[config.mk]
export PLATFORM = sky130hd
export DESIGN_NAME = i2c_cond_seq
export DESIGN_NICKNAME = d
export VERILOG_FILES = /design/src/rtl/i2c_cond_pkg.sv /design/src/rtl/i2c_req_flags.sv /design/src/rtl/i2c_cond_fsm.sv /design/src/rtl/i2c_irq_gen.sv /design/src/rtl/i2c_cond_seq.sv
export SDC_FILE = /design/constraint.sdc
export NUM_CORES = 1
export LEC_CHECK = 0
export ABC_CLOCK_PERIOD_IN_PS = 1200
export BUFFER_PORTS_ARGS = -buffer_cell sky130_fd_sc_hd__buf_2
export CAP_MARGIN = 20
export CORE_AREA = 2 2 39 41
export DETAILED_ROUTE_END_ITERATION = 7
export DIE_AREA = 0 0 41 43
export GPL_ROUTABILITY_DRIVEN = 1
export SYNTH_ARGS = -nofsm -noshare
export SYNTH_HDL_FRONTEND = slang
export SYNTH_SLANG_ARGS = --single-unit
[constraint.sdc]
create_clock -name clk -period 1.2 [get_ports clk]
set_input_delay 0.24 -clock clk [delete_from_list [all_inputs] [get_ports clk]]
set_output_delay 0.24 -clock clk [all_outputs]
set_load 0.01 [all_outputs]
[src/rtl/i2c_cond_pkg.sv]
package i2c_cond_pkg;

  typedef enum logic [1:0] {
    SEQ_IDLE  = 2'd0,
    SEQ_STOP  = 2'd1,
    SEQ_START = 2'd2
  } seq_state_e;

  // Choice made from idle: stop requests win over start requests.
  function automatic seq_state_e pick_from_idle(input logic master,
                                                input logic sto,
                                                input logic sta_pend);
    if (sto && master)      return SEQ_STOP;
    else if (sta_pend)      return SEQ_START;
    else                    return SEQ_IDLE;
  endfunction

  // Choice once a stop (real or internal) has finished.
  function automatic seq_state_e pick_after_stop(input logic sta_pend);
    return sta_pend ? SEQ_START : SEQ_IDLE;
  endfunction

endpackage

[src/rtl/i2c_req_flags.sv]
module i2c_req_flags (
  input  logic clk,
  input  logic rst,
  input  logic wr_en,
  input  logic wr_sta,
  input  logic wr_sto,
  input  logic bus_stop_seen,
  input  logic sto_clr,
  input  logic start_ack,
  output logic sta_q,
  output logic sto_q,
  output logic sta_pend
);

  logic served_q;

  always_ff @(posedge clk) begin
    if (rst) begin
      sta_q <= 1'b0;
    end else if (wr_en) begin
      sta_q <= wr_sta;
    end
  end

  // A served start stays blocked until software writes the flag to 0.
  always_ff @(posedge clk) begin
    if (rst) begin
      served_q <= 1'b0;
    end else if (wr_en && !wr_sta) begin
      served_q <= 1'b0;
    end else if (start_ack) begin
      served_q <= 1'b1;
    end
  end

  // Software can only set the stop flag; hardware clears it.
  always_ff @(posedge clk) begin
    if (rst) begin
      sto_q <= 1'b0;
    end else if (wr_en && wr_sto) begin
      sto_q <= 1'b1;
    end else if (sto_clr || bus_stop_seen) begin
      sto_q <= 1'b0;
    end
  end

  assign sta_pend = sta_q && !served_q;

  a_r7_sto_set_by_write_only: assert property (@(posedge clk) disable iff (rst)
    $rose(sto_q) |-> $past(wr_en && wr_sto));

  a_r8_bus_stop_clears: assert property (@(posedge clk) disable iff (rst)
    (bus_stop_seen && !(wr_en && wr_sto)) |=> !sto_q);

  a_r6_sta_sticky: assert property (@(posedge clk) disable iff (rst)
    (sta_q && !wr_en) |=> sta_q);

endmodule

[src/rtl/i2c_cond_fsm.sv]
module i2c_cond_fsm
  import i2c_cond_pkg::*;
(
  input  logic clk,
  input  logic rst,
  input  logic is_master,
  input  logic sto_q,
  input  logic sta_pend,
  input  logic eng_ready,
  output logic cmd_stop,
  output logic cmd_start,
  output logic slave_recover,
  output logic sto_clr,
  output logic stop_ack,
  output logic start_ack
);

  seq_state_e state_q, state_d;
  logic       recover_now;
  logic       recover_q;

  always_comb begin
    state_d     = state_q;
    recover_now = 1'b0;
    stop_ack    = 1'b0;
    start_ack   = 1'b0;
    unique case (state_q)
      SEQ_IDLE: begin
        if (sto_q && !is_master) begin
          recover_now = 1'b1;
          state_d     = pick_after_stop(sta_pend);
        end else begin
          state_d = pick_from_idle(is_master, sto_q, sta_pend);
        end
      end
      SEQ_STOP: begin
        if (eng_ready) begin
          stop_ack = 1'b1;
          state_d  = pick_after_stop(sta_pend);
        end
      end
      SEQ_START: begin
        if (eng_ready) begin
          start_ack = 1'b1;
          state_d   = SEQ_IDLE;
        end
      end
      default: state_d = SEQ_IDLE;
    endcase
  end

  always_ff @(posedge clk) begin
    if (rst) begin
      state_q   <= SEQ_IDLE;
      recover_q <= 1'b0;
    end else begin
      state_q   <= state_d;
      recover_q <= recover_now;
    end
  end

  assign sto_clr       = stop_ack || recover_now;
  assign cmd_stop      = (state_q == SEQ_STOP);
  assign cmd_start     = (state_q == SEQ_START);
  assign slave_recover = recover_q;

  a_r4_cmds_exclusive: assert property (@(posedge clk) disable iff (rst)
    !(cmd_stop && cmd_start));

  a_r2_stop_held: assert property (@(posedge clk) disable iff (rst)
    (cmd_stop && !eng_ready) |=> cmd_stop);

  a_r6_start_held: assert property (@(posedge clk) disable iff (rst)
    (cmd_start && !eng_ready) |=> cmd_start);

  a_r3_recover_single: assert property (@(posedge clk) disable iff (rst)
    slave_recover |=> !slave_recover);

  a_r3_recover_in_slave: assert property (@(posedge clk) disable iff (rst)
    slave_recover |-> !$past(is_master));

endmodule

[src/rtl/i2c_irq_gen.sv]
module i2c_irq_gen (
  input  logic clk,
  input  logic rst,
  input  logic bus_stop_seen,
  input  logic cmd_stop,
  input  logic stop_ack,
  input  logic start_ack,
  output logic irq
);

  logic own_stop_q;
  logic foreign_stop;

  // Remembers that the next bus STOP is the echo of a self-made one.
  always_ff @(posedge clk) begin
    if (rst) begin
      own_stop_q <= 1'b0;
    end else if (stop_ack) begin
      own_stop_q <= 1'b1;
    end else if (bus_stop_seen || start_ack) begin
      own_stop_q <= 1'b0;
    end
  end

  assign foreign_stop = bus_stop_seen && !own_stop_q && !cmd_stop;

  always_ff @(posedge clk) begin
    if (rst) begin
      irq <= 1'b0;
    end else begin
      irq <= start_ack || foreign_stop;
    end
  end

  a_r9_echo_silent: assert property (@(posedge clk) disable iff (rst)
    (own_stop_q && bus_stop_seen && !start_ack) |=> !irq);

  a_r10_start_irq: assert property (@(posedge clk) disable iff (rst)
    start_ack |=> irq);

endmodule

[src/rtl/i2c_cond_seq.sv]
module i2c_cond_seq (
  input  logic clk,
  input  logic rst,
  input  logic wr_en,
  input  logic wr_sta,
  input  logic wr_sto,
  input  logic is_master,
  input  logic bus_stop_seen,
  input  logic eng_ready,
  output logic cmd_stop,
  output logic cmd_start,
  output logic slave_recover,
  output logic irq,
  output logic sta_flag,
  output logic sto_flag
);

  logic sta_q, sto_q, sta_pend;
  logic sto_clr, stop_ack, start_ack;

  i2c_req_flags u_flags (
    .clk          (clk),
    .rst          (rst),
    .wr_en        (wr_en),
    .wr_sta       (wr_sta),
    .wr_sto       (wr_sto),
    .bus_stop_seen(bus_stop_seen),
    .sto_clr      (sto_clr),
    .start_ack    (start_ack),
    .sta_q        (sta_q),
    .sto_q        (sto_q),
    .sta_pend     (sta_pend)
  );

  i2c_cond_fsm u_fsm (
    .clk          (clk),
    .rst          (rst),
    .is_master    (is_master),
    .sto_q        (sto_q),
    .sta_pend     (sta_pend),
    .eng_ready    (eng_ready),
    .cmd_stop     (cmd_stop),
    .cmd_start    (cmd_start),
    .slave_recover(slave_recover),
    .sto_clr      (sto_clr),
    .stop_ack     (stop_ack),
    .start_ack    (start_ack)
  );

  i2c_irq_gen u_irq (
    .clk          (clk),
    .rst          (rst),
    .bus_stop_seen(bus_stop_seen),
    .cmd_stop     (cmd_stop),
    .stop_ack     (stop_ack),
    .start_ack    (start_ack),
    .irq          (irq)
  );

  assign sta_flag = sta_q;
  assign sto_flag = sto_q;

  a_r1_quiet_after_reset: assert property (@(posedge clk)
    $past(rst) |-> (!cmd_stop && !cmd_start && !slave_recover && !irq));

endmodule

==> results of run 1 <==
through the flow:
| stage | hold WS (ns) | worst slack [ns] | power (W) |
|---|---|---|---|
| after floorplan | 0.3091 | 0.2423 | 0.0003332 |
| after global placement | 0.4748 | 0.1190 | 0.0003635 |
| after detailed placement | 0.4750 | 0.09549 | 0.0003642 |
| after CTS | 0.2086 | 0.003289 | 0.0005709 |
| after global routing | 0.2137 | -0.008827 | 0.0006046 |
| final | 0.2050 | 0.02259 | 0.0005748 |
per-layer routing:
| metal | global-route usage | share of wire | vias to the layer above |
|---|---|---|---|
| li1 | - | - | 182 |
| met1 | 0.1359 | 0.43 | 169 |
| met2 | 0.1625 | 0.48 | 20 |
| met3 | 0.03141 | 0.065 | 2 |
| met4 | 0.1200 | 0.023 | 0 |
| met5 | 0 | 0 | - |
worst paths after layout:
kind	startpoint	to	cells after the start
worst min-delay path	is_master	u_fsm.slave_recover$_SDFF_PP0_	2
worst max register to register	u_fsm.state_q[0]$_SDFFE_PP0P_	u_irq.own_stop_q$_SDFFE_PP0P_	4
worst min register to register	u_fsm.state_q[1]$_SDFFE_PP0P_	u_fsm.state_q[0]$_SDFFE_PP0P_	1
worst max-delay path	u_fsm.state_q[0]$_SDFFE_PP0P_	cmd_start	2
synth_stat cells, drive strengths merged:
cell type,count
a2111oi,1
o21ba,1
dfxtp,8
inv,2
a211oi,2
mux2i,1
a21oi,4
and2b,2
a22oi,2
nand2b,3
nor2,4
nor4,1
nor3,1
nor2b,3
o21ai,2
buf,2
nand2,2
nand3b,1
cell type report:
class / count / area, um^2 / area share
Multi-Input combinational cell: 30 / 205.2 / 0.3971
Inverter: 2 / 7.507 / 0.01453
Sequential cell: 8 / 167.7 / 0.3245
Tap cell: 16 / 20.02 / 0.03874
Timing Repair Buffer: 16 / 93.84 / 0.1816
Clock buffer: 3 / 22.52 / 0.04358
power by group through the flow:
stage                     Combinational (W)  Sequential [W]  Clock, W
after floorplan                   0.0000429        0.000290         0
after global placement            0.0000704        0.000293         0
after detailed placement          0.0000704        0.000294         0
after CTS                         0.0000787        0.000281  0.000211
after global routing              0.0000923        0.000282  0.000230
final                             0.0000839        0.000282  0.000209
what timing repair did:
action                     in CTS  in global routing
setup endpoints to repair       2                  1
gates resized for setup         4                  1
setup buffers                   2                  1
pin swaps                       0                  0
registers in the layout, summed over array words and instances, names as in the netlist:
signal	flops
u_fsm.slave_recover	1
u_irq.own_stop_q	1
u_flags.served_q	1
u_flags.sto_q	1
u_fsm.state_q	2
u_irq.irq	1
u_flags.sta_q	1
cells by family after synthesis:
kind of cell / after synthesis / share of synthesized area
AO/OA/AOI/OAI: 12 / 0.2172
AND/OR/NAND/NOR: 17 / 0.2812
buffers and inverters: 4 / 0.06710
multiplexers: 1 / 0.02556
flip-flops: 8 / 0.4089
critical path: cells and delay by family (launching register included):
family / cells / cell delay [ns]
buf+inv: 1 / 0.12
flops: 1 / 0.34
simple gates: 1 / 0.22
==> impl_metrics.csv, run 1 <==
group,metric,value,unit
outcome,status,"complete, no violations",
clock_tree,cts_hold_buf,0,
placed_design,gp_congestion,0.7713,
drt,dr.pass1.iters,4,
critical_path,path_max_fanout,3,
placed_design,postPlaceCellArea,457.9,um^2
sta,fin_crit_sh,0.9812,
global_route,grt_pass1_wl,1345,um
clock_tree,path_clk_slew,0.05,ns
finish,num-fill-cells,145,
finish,n_antenna_cell,0,
critical_path,worstSetupEndpointType,"output port",
yosys,yosys.area.top_type,"dfxtp_1",
placed_design,hpwl,563.5,um
pwr,p_sw,0.0001444,W
critical_path,r2r_slack,0.15,ns
global_route,grt.total_usage,0.1187,
floorplan,start_util,0.2830,
sta,slew_headroom,0.8400,
yosys,synthTopCellsByArea,"dfxtp_1, a21oi_1, nand3b_4",
job,drv_cap,0,
sta,min_period,1.177,ns
pwr,p_comb_frac,0.146,
sta,worstMarginPinSlew,0.2395,ns
yosys,syn_area,391.6,um^2
finish,syn2layout_area_growth,31.95,%
yosys,netlist.area_leader.share,0.4089,
critical_path,path_cells,"and2b_2, buf_6",
yosys,synthCells,42,
floorplan,design.die.area,1763,um^2
clock_tree,cts_tree,"yes",
hold_path,hold_path.class,"in2reg",
drt,wl_per_cell,11.25,um
sta,fin_tns_setup,0,ns
finish,final_core_util,0.3734,
yosys,synth-seq-area-share,0.4089,
finish,final_common_cell,"buf_2",
drt,remaining_drc_errors,0,
floorplan,die_y,43,um
critical_path,worstSetupPathType,"reg2out",
clock_tree,htree_levels,1,
critical_path,critPathRequiredTime,0.96,ns
sta,hold_violations,0,
finish,final_cell_mix,"buf_2, dfxtp_1, a21oi_1",
finish,stdcell_count,75,
critical_path,slowest_delay,0.34,ns
clock_tree,cts_buffers,3,
yosys,synth-seq-cells,8,
floorplan,pin_count,14,
sta,setup_viol,0,
finish,post-route-cell-area,516.7,um^2
drt,vias_per_cell,4.973,
pwr,seqPwrFrac,0.490,
pwr,powerDensity,1112,nW/um^2
drt,first_iter_violations,9,
sta,clock.fmax,0.8493,GHz
global_route,overflow,0,
pwr,ir_drop,0.5085,mV
drt,vias,373,
sta,final.setup_skew,0.0009107,ns
pwr,p_int,0.0004304,W
sta,rsz0062_at_grt,"yes",
placed_design,port_buffers,13,
clock_tree,root_buffer,"clkbuf_4",
pwr,switching_share,0.2512,
yosys,syn-num-nets,50,
global_route,antenna_found_initial,0,
floorplan,die_w,41,um
clock_tree,clkSinkCount,8,
finish,drive_gt1_frac,0.4407,
floorplan,row_count,14,
critical_path,critPathArrivalTime,0.94,ns
floorplan,core_region_area,1384,um^2
yosys,synth-warning-count,0,
drt,postRouteAntennaNets,0,
yosys,yosysUniqueCellTypes,21,
global_route,grt_max_degree,9,
drt,drt-total-wl,844,um
pwr,leakage,0.2432,nW
sta,slew_violations,0,
clock_tree,clockBufferDepth,2,
critical_path,startpoint_type,"register",
pwr,pwr-share-clk,0.364,
critical_path,cp_slowest_cell,"dfxtp_4",
finish,nets,69,
yosys,syn_avg_cell_area,9.324,um^2
global_route,grt_pass1_vias,337,
placed_design,dp.cells,69,
clock_tree,clkLatencyLatePin,0.26,ns
Power figures use the tool's default switching activity.
==> run 2: changes to the inputs <==
--- a/config.mk
+++ b/config.mk
@@ -12,6 +12,7 @@
 export DETAILED_ROUTE_END_ITERATION = 7
 export DIE_AREA = 0 0 41 43
 export GPL_ROUTABILITY_DRIVEN = 1
+export SETUP_SLACK_MARGIN = 0.4
 export SYNTH_ARGS = -nofsm -noshare
 export SYNTH_HDL_FRONTEND = slang
 export SYNTH_SLANG_ARGS = --single-unit
==> impl_metrics.csv, run 2 (same netlist as run 1, synthesis figures left out) <==
group,metric,value,unit
outcome,status,"complete, no violations",
global_route,use_met2,0.1625,
critical_path,worstSetupEndpointType,"output port",
global_route,grt_use_met3,0.03141,
sta,setup_viol,0,
drt,vias,361,
clock_tree,cts_buffers,3,
global_route,met1_usage,0.1851,
global_route,antenna_found_initial,0,
clock_tree,path_clk_slew,0.05,ns
global_route,grt_pass1_wl,1483,um
drt,drt-total-wl,843,um
placed_design,gp_congestion,0.6731,
floorplan,core_region_area,1384,um^2
global_route,grt_max_degree,9,
floorplan,die_w,41,um
sta,slew_headroom,0.8330,
clock_tree,clkLatencyLatePin,0.24,ns
pwr,powerDensity,966.2,nW/um^2
floorplan,row_count,14,
finish,post-route-cell-area,609.3,um^2
sta,min_period,1.165,ns
clock_tree,cts_hold_buf,0,
finish,final_common_cell,"buf_2",
finish,top_register,"u_fsm.state_q",
clock_tree,clkSinkCount,8,
drt,first_iter_violations,4,
critical_path,critPathArrivalTime,0.92,ns
clock_tree,clockBufferDepth,2,
floorplan,start_util,0.2830,
drt,wl_per_cell,10.81,um
sta,final.setup_skew,0.001715,ns
sta,slew_violations,0,
global_route,overflow,0,
clock_tree,htree_levels,1,
floorplan,pin_count,14,
global_route,grt.total_usage,0.1249,
global_route,grt_pass1_vias,331,
critical_path,critPathRequiredTime,0.96,ns
sta,worstMarginPinSlew,0.2500,ns
finish,num-fill-cells,134,
placed_design,hpwl,540.5,um
finish,nets,72,
finish,n_antenna_cell,0,
placed_design,port_buffers,13,
finish,final_cell_mix,"buf_2, buf_4, buf_6",
sta,clock.fmax,0.8586,GHz
drt,remaining_drc_errors,0,
placed_design,postPlaceCellArea,470.5,um^2
global_route,grt_busiest_layer,"met1",
job,drv_cap,0,
finish,final_core_util,0.4403,
sta,rsz0062_at_grt,"yes",
hold_path,hold_path.class,"in2reg",
finish,syn2layout_area_growth,55.59,%
pwr,leakage,0.2710,nW
finish,drive_gt1_frac,0.6290,
finish,largest_register_ffs,2,
floorplan,die_y,43,um
drt,postRouteAntennaNets,0,
critical_path,worstSetupPathType,"reg2out",
finish,seqCellArea,173.9,um^2
pwr,finalPower,0.0005887,W
finish,multi_input_area,237.7,um^2
critical_path,path_max_fanout,3,
clock_tree,root_buffer,"clkbuf_4",
pwr,ir_drop,0.4479,mV
critical_path,startpoint_type,"register",
clock_tree,cts_tree,"yes",
drt,vias_per_cell,4.628,
sta,hold_violations,0,
sta,fin_tns_setup,0,ns
drt,dr.pass1.iters,4,
floorplan,design.die.area,1763,um^2
sta,fin_crit_sh,0.9706,
==> run 2: routing by layer <==
metal	routed length, um	part of all wire
met2	407	0.48
met3	46	0.055
met1	374	0.44
met5	0	0
met4	14	0.017
==> run 2: path summary, 6_finish.rpt <==
| kind | slack [ns] | depth (start not counted) | start | endpoint |
|---|---|---|---|---|
| max reg2reg | 0.16 | 4 | u_fsm.state_q[0]$_SDFFE_PP0P_ | u_fsm.state_q[1]$_SDFFE_PP0P_ |
| min reg2reg | 0.51 | 2 | u_flags.served_q$_SDFFE_PP0P_ | u_flags.served_q$_SDFFE_PP0P_ |
| min | 0.22 | 2 | is_master | u_fsm.slave_recover$_SDFF_PP0_ |
| max | 0.04 | 2 | u_fsm.state_q[0]$_SDFFE_PP0P_ | cmd_start |
==> run 2: where the power goes <==
part / internal (W) / switching (W)
sequential: 0.000273 / 0.00000824
combinational: 0.0000600 / 0.0000502
clock: 0.000114 / 0.0000831
==> run 2: final cells by class <==
type	instances	share of cell area
flip-flops and latches	8	0.2854
clock buffers	3	0.03696
well taps	16	0.03285
repair buffers	19	0.2423
inverters	2	0.01232
multi-input cells	30	0.3901
==> run 2: timing repair <==
item                                    in CTS  in global routing
buffers inserted                             6                  0
resized for setup                           11                  6
hold endpoints to repair                     0                  0
gates cloned                                 0                  0
pin swaps                                    0                  1
endpoints found under the setup margin      12                 13
==> run 2: stage by stage <==
| stage | setup WS, ns | hold slack, ns | cells |
|---|---|---|---|
| after floorplan | 0.2751 | 0.2973 | 42 |
| after global placement | 0.1093 | 0.4727 | 69 |
| after detailed placement | 0.09585 | 0.4792 | 69 |
| after CTS | 0.02645 | 0.2148 | 78 |
| after global routing | -0.007028 | 0.2071 | 78 |
| final | 0.03532 | 0.2216 | 78 |
==> run 2: critical path, stage by stage (launching register included) <==
cell,delay (ns)
dfxtp_4,0.35
and2b_2,0.22
buf_6,0.12
==> run 3: changes to the inputs <==
--- a/config.mk
+++ b/config.mk
@@ -5,7 +5,7 @@
 export SDC_FILE = /design/constraint.sdc
 export NUM_CORES = 1
 export LEC_CHECK = 0
-export ABC_CLOCK_PERIOD_IN_PS = 1200
+export ABC_CLOCK_PERIOD_IN_PS = 1350
 export BUFFER_PORTS_ARGS = -buffer_cell sky130_fd_sc_hd__buf_2
 export CAP_MARGIN = 20
 export CORE_AREA = 2 2 39 41
==> constraint.sdc (replaced) <==
create_clock -name clk -period 1.35 [get_ports clk]
set_input_delay 0.27 -clock clk [delete_from_list [all_inputs] [get_ports clk]]
set_output_delay 0.27 -clock clk [all_outputs]
set_load 0.01 [all_outputs]
==> impl_metrics.csv, run 3 (same netlist as run 1, synthesis figures left out) <==
group,metric,value,unit
floorplan,start_util,0.2830,
finish,final_core_util,0.4421,
global_route,grt_pass1_wl,1490,um
global_route,grt_max_degree,9,
sta,hold_violations,0,
drt,first_iter_violations,0,
outcome,status,"complete, no violations",
global_route,antenna_found_initial,0,
critical_path,r2r-start,"u_fsm.state_q[0]$_SDFFE_PP0P_",
sta,clock.fmax,0.8162,GHz
finish,nets,73,
floorplan,die_y,43,um
placed_design,place_ws,0.2276,ns
clock_tree,root_buffer,"clkbuf_4",
critical_path,critPathArrivalTime,0.96,ns
floorplan,row_count,14,
sta,worstMarginPinSlew,0.2506,ns
floorplan,die_w,41,um
floorplan,pin_count,14,
finish,top_register,"u_fsm.state_q",
drt,wl_per_cell,12.56,um
drt,vias,385,
global_route,overflow,0,
sta,slew_violations,0,
drt,postRouteAntennaNets,0,
placed_design,gp_congestion,0.7826,
clock_tree,cts_tree,"yes",
clock_tree,clkSinkCount,8,
pwr,ir_drop,0.4734,mV
sta,rsz0062_at_grt,"yes",
placed_design,postPlaceCellArea,457.9,um^2
finish,seqCellArea,172.7,um^2
finish,syn2layout_area_growth,56.23,%
sta,final.setup_skew,0.008497,ns
floorplan,design.die.area,1763,um^2
critical_path,path_max_fanout,3,
job,drv_cap,0,
sta,setup_ws,0.1248,ns
drt,remaining_drc_errors,0,
critical_path,critPathRequiredTime,1.08,ns
pwr,leakage,0.2847,nW
placed_design,hpwl,564.7,um
finish,multi_input_area,245.2,um^2
finish,post-route-cell-area,611.8,um^2
sta,fin_crit_sh,0.9075,
clock_tree,path_clk_slew,0.06,ns
sta,slew_headroom,0.8326,
clock_tree,clkLatencyLatePin,0.26,ns
drt,drt-total-wl,992,um
sta,setup_viol,0,
critical_path,worstSetupPathType,"reg2out",
pwr,powerDensity,884.6,nW/um^2
global_route,grt.total_usage,0.1329,
critical_path,crit_path_start,"u_fsm.state_q[0]$_SDFFE_PP0P_",
clock_tree,cts_hold_buf,0,
critical_path,startpoint_type,"register",
finish,final_common_cell,"buf_2",
finish,final_cell_mix,"buf_2, buf_6, buf_4",
finish,drive_gt1_frac,0.6190,
critical_path,worstSetupEndpointType,"output port",
sta,min_period,1.225,ns
clock_tree,htree_levels,1,
placed_design,port_buffers,13,
sta,fin_tns_setup,0,ns
finish,n_antenna_cell,0,
finish,num-fill-cells,136,
clock_tree,cts_buffers,3,
hold_path,min_from,"is_master",
clock_tree,clockBufferDepth,2,
drt,dr.pass1.iters,1,
drt,vias_per_cell,4.873,
global_route,grt_pass1_vias,360,
hold_path,hold_path.class,"in2reg",
floorplan,core_region_area,1384,um^2
finish,largest_register_ffs,2,
run 3: area by class of cell:
cell class	count	area share
tap	16	0.03272
sequential	8	0.2822
inverter	2	0.01227
multi-input combinational	30	0.4008
clock buffer	3	0.03681
timing repair buffer	20	0.2352
run 3: metal layers:
layer	GRT usage	part of all wire	up-vias
met3	0.07853	0.058	4
li1	-	-	188
met2	0.1750	0.52	13
met4	0.1067	0.046	0
met5	0	0	-
met1	0.1461	0.38	180
run 3: worst max-delay path, cell delays in order (launching register included):
cell and delay, ns:
dfxtp_4 0.35, and2b_2 0.22, buf_6 0.12
run 3: stage by stage:
stage / hold WS (ns) / cells / total power, W
after CTS: 0.2312 / 77 / 0.0005214
after global placement: 0.5037 / 69 / 0.0003231
after floorplan: 0.3391 / 42 / 0.0002962
final: 0.2567 / 79 / 0.0005413
after global routing: 0.2616 / 79 / 0.0005733
after detailed placement: 0.5011 / 69 / 0.0003233
run 3: what timing repair did:
action / 4_1_cts / 5_1_grt
pin swaps: 0 / 7
endpoints found under the setup margin: 8 / 12
setup buffers: 5 / 2
gates resized for setup: 11 / 12
gates cloned: 0 / 0
hold endpoints to repair: 0 / 0
run 3: report_power, final:
part / internal [W] / total (W) / switching [W]
Clock: 0.000102 / 0.000190 / 0.0000877
Sequential: 0.000243 / 0.000249 / 0.00000593
Combinational: 0.0000526 / 0.000103 / 0.0000503
run 3: path summary, 6_finish.rpt:
path | to | slack, ns | cells after the start
max reg2reg | u_irq.own_stop_q$_SDFFE_PP0P_ | 0.20 | 5
min reg2reg | u_irq.irq$_SDFF_PP0_ | 0.54 | 3
min | u_fsm.slave_recover$_SDFF_PP0_ | 0.26 | 2
max | cmd_start | 0.12 | 2
